<file path="src/rtl/stk_bound_reg.sv">
module stk_bound_reg #(
  parameter int unsigned ADDR_W  = 32,
  parameter int unsigned SPR_AW  = 14,
  parameter logic [SPR_AW-1:0] SPR_SEL = '0,
  parameter bit          ENABLED = 1'b1
) (
  input  logic              clk_i,
  input  logic              rst_ni,
  input  logic [SPR_AW-1:0] spr_addr_i,
  input  logic              spr_wr_i,
  input  logic [ADDR_W-1:0] spr_wdata_i,
  output logic [ADDR_W-1:0] bound_o,
  output logic [ADDR_W-1:0] rdata_o
);
  logic sel;
  logic wr_en;
  logic [ADDR_W-1:0] bound_q;

  assign sel   = (spr_addr_i == SPR_SEL);
  assign wr_en = ENABLED && sel && spr_wr_i;

  always_ff @(posedge clk_i or negedge rst_ni) begin
    if (!rst_ni)    bound_q <= '1;
    else if (wr_en) bound_q <= spr_wdata_i;
  end

  // built-out variant reads as the reset value
  generate
    if (ENABLED) begin : g_live
      assign bound_o = bound_q;
    end else begin : g_tied
      assign bound_o = '1;
    end
  endgenerate

  assign rdata_o = sel ? bound_o : '0;
endmodule

</file>
<file path="config.mk">
export PLATFORM = sky130hd
export DESIGN_NAME = stk_bound_reg
export DESIGN_NICKNAME = d
export VERILOG_FILES = /design/src/rtl/stk_bound_reg.sv
export SDC_FILE = /design/constraint.sdc
export NUM_CORES = 1
export LEC_CHECK = 0
export ABC_CLOCK_PERIOD_IN_PS = 2000
export BUFFER_PORTS_ARGS = -buffer_cell sky130_fd_sc_hd__buf_2
export CORE_ASPECT_RATIO = 2
export CORE_UTILIZATION = 30
export CTS_CLUSTER_SIZE = 10
export DETAILED_ROUTE_END_ITERATION = 7
export SLEW_MARGIN = 25
export SYNTH_ARGS = -nofsm -noshare
export SYNTH_HDL_FRONTEND = slang
export SYNTH_SLANG_ARGS = --single-unit
</file>
<file path="constraint.sdc">
create_clock -name clk_i -period 2 [get_ports clk_i]
set_input_delay 0.1 -clock clk_i [delete_from_list [all_inputs] [get_ports clk_i]]
set_output_delay 0.1 -clock clk_i [all_outputs]
set_load 0.1 [all_outputs]
</file>
==> flow_metrics.env, run 1 <==
export IMPL_status="completed"
export IMPL_vias_per_cell=4.45
export IMPL_grt_ovfl_total=0
export IMPL_clock_skew_ns=0
export IMPL_tightestPinTransition_ns=0.676
export IMPL_wl_per_cell_um=13.2
export IMPL_fillers=417
export IMPL_chipHeight_um=103
export IMPL_cp_slowest_cell="or4_1"
export IMPL_hold_path_class="in2reg"
export IMPL_cp_top_family="simple AND/OR/NAND/NOR gates"
export IMPL_drt_first_iter_violations=5
export IMPL_cts_hold_buf=0
export IMPL_io_pins=113
export IMPL_cts_num_sinks=32
export IMPL_drc=0
export IMPL_place_congestion=0.725
export IMPL_ant_nets=0
export IMPL_crit_chain="buf_2 > or4_1 > nor4b_4 > buf_4 > and2_2 > buf_12"
export IMPL_final_period_utilization=0.937
export IMPL_worstSetupEndpointType="output pin"
export IMPL_core_area_sq_mm=0.00486
export IMPL_synth_top_cell_area_share=0.554
export IMPL_n_antenna_cell=0
export IMPL_cap_violations=0
export IMPL_layout_drive_gt1_share=0.846
export IMPL_wirelength_um=3760
export IMPL_vias=1263
export IMPL_ys_ff_latch=32
export IMPL_worstSetupStartpointType="input port"
export IMPL_power_density_mw_per_mm2=473
export IMPL_grt_max_degree=33
export IMPL_drt_first_pass_iters=4
export IMPL_clockBufferDepth=2
export IMPL_syn_nets=158
export IMPL_vdd_ir_drop_max_v=0.000450
export IMPL_yosysWarnings=0
export IMPL_yosys_top_cells_area="dfstp_2 (55%), mux2_1 (22%), and2_1 (13%), buf_6 (2.2%), mux2_2 (1.5%)"
export IMPL_max_slew_margin=0.549
export IMPL_clkSlewWorstSetupHoldPaths_ns=0.06
export IMPL_min_period_ns=1.87
export IMPL_root_buffer="clkbuf_8"
export IMPL_rsz0062_at_grt="false"
export IMPL_row_count=36
export IMPL_start_util=0.312
export IMPL_critPathBufInv=3
export IMPL_track_usage=0.149
export IMPL_tns_ns=0
export IMPL_setup_violations=0
export IMPL_path_max_fanout=9
export IMPL_cts_buffers=5
export IMPL_ctsResizeCount=0
export IMPL_clock_latency_ns=0.28
export IMPL_power_mw=1.32
export IMPL_ctsHtreeMaxLevel=2
export IMPL_synth_area_sq_mm=0.00152
export IMPL_placed_cells=276
export IMPL_nets=275
export IMPL_avgSynthCellArea_sq_um=13.9
export IMPL_largest_register_ffs=32
export IMPL_worst_ep_required_time_ns=1.90
export IMPL_cts_tree="built"
export IMPL_hpwl_um=3050
export IMPL_crit_type="in2out"
export IMPL_slew_violations=0
export IMPL_die_w_um=52.3
export IMPL_yosysSeqAreaShare=0.554
export IMPL_grt_antenna_before_repair=0
export IMPL_fin_cells=284
export IMPL_grt_pass1_vias=1231
export IMPL_post_cts_buffers=0
export IMPL_synth_cells=109
export IMPL_cpPeakStageDelay_ns=0.62
export IMPL_synthDistinctLibCells=11
export IMPL_p_leak_nw=1.40
export IMPL_fmax_mhz=534
export IMPL_hold_viol=0
export IMPL_grt_pass1_wl_um=5730
export IMPL_synth_largest_area_cell="dfstp_2"
export IMPL_dieArea_sq_mm=0.00536
export IMPL_critPathArrivalTime_ns=1.77
export IMPL_areaGrowthSynthToFinish_pct=83.4
export IMPL_portBuffers=112
-- cell usage in the layout, fill, tap and decap left out --
master	n
mux2_1	30
or3b_2	1
dfstp_2	32
or4_1	3
and2_2	32
clkinv_2	1
nor4_4	1
nor2_1	1
buf_4	3
mux2_2	2
nor4b_4	1
clkbuf_1	1
buf_12	33
buf_2	80
clkbuf_8	5
bufinv_16	1
-- cell usage after synthesis --
master,instances
and2_1,32
dfstp_2,32
mux2_1,30
buf_6,3
clkbuf_1,3
or4_1,3
mux2_2,2
nor2_1,1
nor4_4,1
nor4b_2,1
or3b_2,1
-- per-layer routing --
| metal | routed length [um] | part of all wire | global-route usage |
|---|---|---|---|
| met1 | 1260 | 0.34 | 0.147 |
| met3 | 260 | 0.069 | 0.0428 |
| met4 | 63 | 0.017 | 0.0668 |
| met5 | 0 | 0 | 0 |
| met2 | 2170 | 0.58 | 0.276 |
-- cell families (layout without fill, tap and decap cells) --
kind of cell	count (synthesis)	after routing	share of synthesized area
simple gates	39	39	0.179
mux	32	32	0.237
flops	32	32	0.554
buf+inv	6	124	0.0297
-- through the flow --
| stage | hold slack [ns] | utilization | instance area (sq um) | worst slack, ns |
|---|---|---|---|---|
| finish | 0.0375 | 0.572 | 2780 | 0.127 |
| global route | 0.0250 | 0.572 | 2780 | 0.0343 |
| CTS | 0.0309 | 0.572 | 2780 | 0.111 |
| detailed placement | 0.322 | 0.550 | 2680 | 0.0986 |
| global placement | 0.319 | 0.550 | 2680 | 0.129 |
| floorplan | -0.0478 | - | 1560 | 0.0795 |
-- area by class of cell --
type	count	area, sq um	share of cell area
Clock buffer	6	72.6	0.0261
Clock inverter	2	35.0	0.0126
Multi-Input combinational cell	71	681	0.244
Sequential cell	32	841	0.302
Tap cell	57	71.3	0.0256
Timing Repair Buffer	116	1080	0.389
-- where the power goes --
part / internal [mW] / total [mW] / switching (mW)
sequential: 0.652 / 0.653 / 0.000514
combinational: 0.0364 / 0.0695 / 0.0330
clock: 0.369 / 0.593 / 0.224
total: 1.06 / 1.32 / 0.258
-- final timing paths --
kind	start	to	slack, ns	cells after the start
max	spr_addr_i[13]	rdata_o[14]	0.13	6
min	spr_wdata_i[14]	bound_o[14]	0.04	2
max reg2reg	bound_o[16]	bound_o[16]	1.26	1
min reg2reg	bound_o[31]	bound_o[31]	0.62	1
max in group asynchronous	rst_ni	bound_o[21]	1.73	1
min in group asynchronous	rst_ni	bound_o[12]	0.23	1
Power figures use the tool's default switching activity.
==> inputs of run 2 (changes only) <==
--- a/config.mk
+++ b/config.mk
@@ -8,9 +8,10 @@
 export ABC_CLOCK_PERIOD_IN_PS = 2000
 export BUFFER_PORTS_ARGS = -buffer_cell sky130_fd_sc_hd__buf_2
 export CORE_ASPECT_RATIO = 2
-export CORE_UTILIZATION = 30
+export CORE_UTILIZATION = 40
 export CTS_CLUSTER_SIZE = 10
 export DETAILED_ROUTE_END_ITERATION = 7
+export PLACE_DENSITY = 0.8
 export SLEW_MARGIN = 25
 export SYNTH_ARGS = -nofsm -noshare
 export SYNTH_HDL_FRONTEND = slang
==> flow_metrics.env, run 2 (synthesis results as in run 1) <==
export IMPL_layout_drive_gt1_share=0.850
export IMPL_tightestPinTransition_ns=0.669
export IMPL_pwr_share_clk=0.478
export IMPL_clockBufferDepth=2
export IMPL_cts_buffers=5
export IMPL_p_seq_frac=0.472
export IMPL_final_period_utilization=0.950
export IMPL_status="completed"
export IMPL_crit_type="in2out"
export IMPL_slew_violations=0
export IMPL_layout_common_cells="buf_2 (80), buf_12 (34), and2_2 (32), dfstp_2 (32), mux2_1 (30)"
export IMPL_path_max_fanout=25
export IMPL_ant_nets=0
export IMPL_swShare=0.185
export IMPL_grt_pass1_vias=1195
export IMPL_drc=0
export IMPL_drt_first_pass_iters=3
export IMPL_die_w_um=45.6
export IMPL_crit_cells=6
export IMPL_min_period_ns=1.90
export IMPL_setup_violations=0
export IMPL_crit_chain="buf_2 > or4_1 > nor4b_4 > buf_12 > and2_2 > buf_12"
export IMPL_vias=1249
export IMPL_dieArea_sq_mm=0.00406
export IMPL_critPathArrivalTime_ns=1.80
export IMPL_worstHoldPathCells=2
export IMPL_r2r_cells=1
export IMPL_p_leak_nw=1.41
export IMPL_power_internal_mw=1.13
export IMPL_comb_power_share=0.050
export IMPL_drt_first_iter_violations=9
export IMPL_core_area_sq_mm=0.00361
export IMPL_cts_num_sinks=32
export IMPL_fillers=244
export IMPL_max_slew_margin=0.554
export IMPL_largest_register_ffs=32
export IMPL_netSwitchingPower_uw=256
export IMPL_critPathMostFrequentCell="buf_12"
export IMPL_clock_latency_ns=0.28
export IMPL_cts_tree="built"
export IMPL_start_util=0.421
export IMPL_wl_per_cell_um=14.2
export IMPL_clock_skew_ns=0
export IMPL_grt_ovfl_total=0
export IMPL_worstSetupEndpointType="output pin"
export IMPL_wirelength_um=3900
export IMPL_grt_pass1_wl_um=5870
export IMPL_rsz0062_at_grt="false"
export IMPL_hold_path_class="in2reg"
export IMPL_grt_max_degree=33
export IMPL_critPathBufInv=3
export IMPL_vias_per_cell=4.54
export IMPL_power_density_mw_per_mm2=495
export IMPL_clkSlewWorstSetupHoldPaths_ns=0.06
export IMPL_grt_antenna_before_repair=0
export IMPL_nets=274
export IMPL_final_util=0.776
export IMPL_multiInputGateArea_sq_um=681
export IMPL_power_mw=1.38
export IMPL_areaGrowthSynthToFinish_pct=84.3
export IMPL_n_antenna_cell=0
export IMPL_ff_latch_area_sq_um=841
export IMPL_place_congestion=0.703
export IMPL_post_cts_buffers=0
export IMPL_cp_top_family="simple AND/OR/NAND/NOR gates"
export IMPL_chipHeight_um=89.1
export IMPL_tns_ns=0
export IMPL_ctsResizeCount=0
export IMPL_cpPeakStageDelay_ns=0.63
export IMPL_hpwl_um=3190
export IMPL_final_common_cell="buf_2"
export IMPL_vdd_ir_drop_max_v=0.000847
export IMPL_ctsHtreeMaxLevel=2
export IMPL_root_buffer="clkbuf_8"
export IMPL_cp_slowest_cell="or4_1"
export IMPL_track_usage=0.209
export IMPL_portBuffers=112
export IMPL_row_count=31
export IMPL_hold_viol=0
export IMPL_cap_violations=0
export IMPL_cts_hold_buf=0
export IMPL_worst_ep_required_time_ns=1.90
export IMPL_worstSetupStartpointType="input port"
export IMPL_io_pins=113
export IMPL_fmax_mhz=527
## run 2: area by class of cell
| type | instances | share of cell area |
|---|---|---|
| Clock inverter | 1 | 0.0107 |
| Multi-Input combinational cell | 71 | 0.243 |
| Clock buffer | 7 | 0.0344 |
| Timing Repair Buffer | 115 | 0.389 |
| Tap cell | 49 | 0.0219 |
| Sequential cell | 32 | 0.301 |
## run 2: per-stage QoR
step | std cells | cell area [sq um] | setup WS (ns) | hold slack, ns
2_1_floorplan | 109 | 1560 | 0.0795 | -0.0478
3_3_place_gp | 267 | 2670 | 0.111 | 0.317
5_1_grt | 275 | 2800 | 0.0134 | 0.0336
3_5_place_dp | 267 | 2670 | 0.0793 | 0.322
4_1_cts | 275 | 2800 | 0.0792 | 0.0231
6_report | 275 | 2800 | 0.101 | 0.0337
## run 2: power by group through the flow
stage	Combinational (mW)	Sequential [mW]	Clock [mW]
after floorplan	0.00603	0.668	0
after global placement	0.0690	0.662	0
after detailed placement	0.0708	0.662	0
after CTS	0.0711	0.653	0.683
after global routing	0.0786	0.652	0.710
final	0.0695	0.653	0.662
## run 2: path summary, 6_finish.rpt
check                                 from          end  slack [ns]
min in group asynchronous           rst_ni   bound_o[8]        0.22
setup reg to reg               bound_o[20]  bound_o[20]        1.26
max in group asynchronous           rst_ni  bound_o[21]        1.74
setup / recovery            spr_addr_i[13]   rdata_o[4]        0.10
hold / removal             spr_wdata_i[12]  bound_o[12]        0.03
hold reg to reg                bound_o[31]  bound_o[31]        0.63
## run 2: layer usage
metal  global-route usage  up-vias  share of wire
li1                     -      598              -
met1                0.206      596           0.31
met2                0.386       49           0.63
met3               0.0444        6          0.043
met4                0.105        0          0.015
met5                    0        -              0
==> inputs of run 3 (changes only) <==
--- a/config.mk
+++ b/config.mk
@@ -11,6 +11,7 @@
 export CORE_UTILIZATION = 40
 export CTS_CLUSTER_SIZE = 10
 export DETAILED_ROUTE_END_ITERATION = 7
+export GPL_TIMING_DRIVEN = 0
 export PLACE_DENSITY = 0.8
 export SLEW_MARGIN = 25
 export SYNTH_ARGS = -nofsm -noshare
==> flow_metrics.env, run 3 (synthesis results as in run 1) <==
export IMPL_timing_rr_end="bound_o[19]"
export IMPL_grt_antenna_before_repair=0
export IMPL_setup_violations=0
export IMPL_worstSetupEndpointType="output pin"
export IMPL_grt_max_degree=33
export IMPL_cap_violations=0
export IMPL_final_period_utilization=0.972
export IMPL_power_mw=1.32
export IMPL_max_slew_margin=0.552
export IMPL_grt_ovfl_total=0
export IMPL_rsz0062_at_grt="false"
export IMPL_cts_buffers=5
export IMPL_fillers=294
export IMPL_fin_cells=279
export IMPL_reg2reg_from="bound_o[19]"
export IMPL_core_area_sq_mm=0.00361
export IMPL_root_buffer="clkbuf_8"
export IMPL_grt_pass1_wl_um=5810
export IMPL_critPathArrivalTime_ns=1.84
export IMPL_largest_register_ffs=32
export IMPL_drt_first_pass_iters=3
export IMPL_vias_per_cell=4.64
export IMPL_layout_drive_gt1_share=0.848
export IMPL_row_count=31
export IMPL_clkSlewWorstSetupHoldPaths_ns=0.07
export IMPL_path_max_fanout=5
export IMPL_whs_endpoint="bound_o[10]"
export IMPL_cts_num_sinks=32
export IMPL_layout_common_cells="buf_2 (82), buf_6 (34), and2_2 (32), dfstp_2 (32), mux2_1 (30)"
export IMPL_hold_path_class="in2reg"
export IMPL_r2r_cells=1
export IMPL_tightestPinTransition_ns=0.671
export IMPL_hold_start="spr_wdata_i[10]"
export IMPL_p_leak_nw=1.35
export IMPL_worstSetupStartpointType="input port"
export IMPL_portBuffers=112
export IMPL_dieArea_sq_mm=0.00406
export IMPL_chipHeight_um=89.1
export IMPL_clock_latency_ns=0.27
export IMPL_slew_violations=0
export IMPL_place_area_sq_mm=0.00218
export IMPL_wirelength_um=3950
export IMPL_power_density_mw_per_mm2=525
export IMPL_hold_viol=0
export IMPL_hold_ws_ns=0.0401
export IMPL_areaGrowthSynthToFinish_pct=65.1
export IMPL_vias=1294
export IMPL_status="completed"
export IMPL_cts_tree="built"
export IMPL_start_util=0.421
export IMPL_min_period_ns=1.94
export IMPL_final_util=0.695
export IMPL_worstHoldPathCells=2
export IMPL_final_cell_area_sq_mm=0.00251
export IMPL_clockBufferDepth=2
export IMPL_worst_ep_required_time_ns=1.90
export IMPL_place_congestion=0.710
export IMPL_nets=278
export IMPL_wl_per_cell_um=14.2
export IMPL_fin_ws_ns=0.0569
export IMPL_ctsHtreeMaxLevel=2
export IMPL_tns_ns=0
export IMPL_final_common_cell="buf_2"
export IMPL_clock_skew_ns=0
export IMPL_ant_nets=0
export IMPL_dp_slack_ns=-0.448
export IMPL_grt_pass1_vias=1247
export IMPL_track_usage=0.205
export IMPL_drc=0
export IMPL_vdd_ir_drop_max_v=0.000576
export IMPL_fmax_mhz=515
export IMPL_die_w_um=45.6
export IMPL_io_pins=113
export IMPL_n_antenna_cell=0
export IMPL_reg2reg_slack_ns=1.26
export IMPL_placed_cells=270
export IMPL_crit_type="in2out"
export IMPL_drt_first_iter_violations=8
export IMPL_hpwl_um=3030
run 3: cell count changes in the layout (fill, tap and decap cells not counted), sizes merged:
cell | before | now
clkinv | 0 | 1
buf | 115 | 119
clkbuf | 7 | 6
run 3: how the worst max path moves through the flow:
stage | start | to | slack, ns
2_1_floorplan | spr_addr_i[13] | rdata_o[10] | 0.08
6_report | spr_addr_i[13] | rdata_o[0] | 0.06
3_3_place_gp | spr_addr_i[13] | rdata_o[22] | -0.40
5_1_grt | spr_addr_i[13] | rdata_o[28] | 0.004
3_5_place_dp | spr_addr_i[13] | rdata_o[26] | -0.45
4_1_cts | spr_addr_i[1] | rdata_o[26] | -0.03
run 3: metal layers:
metal	up-vias	track usage	wire length [um]
met3	8	0.0384	167
met4	0	0.102	96
met1	629	0.196	1210
met2	51	0.387	2480
met5	-	0	0
li1	606	-	-
run 3: layout make-up:
type                       instances  area [sq um]  area share
buffer                             6          60.1      0.0240
clock inverter                     2          35.0      0.0140
tap                               49          61.3      0.0245
multi-input combinational         71           681       0.272
clock buffer                       6          72.6      0.0290
sequential                        32           841       0.335
timing repair buffer             113           756       0.302
run 3: worst max-delay path, cell delays in order:
cell and delay (ns):
buf_2 0.09, or4_1 0.62, nor4b_4 0.30, buf_4 0.18, and2_2 0.13, buf_2 0.42
run 3: what timing repair did:
| action | CTS | global route |
|---|---|---|
| gates resized for setup | 67 | 4 |
| setup buffers | 0 | 1 |
| endpoints found under the setup margin | 32 | 32 |
| pin swaps | 1 | 1 |
| hold buffers | 0 | 0 |
| gates cloned | 0 | 0 |
run 3: power breakdown:
| group | switching, mW | internal (mW) |
|---|---|---|
| registers | 0.000511 | 0.652 |
| clock network | 0.225 | 0.369 |
| logic | 0.0333 | 0.0365 |
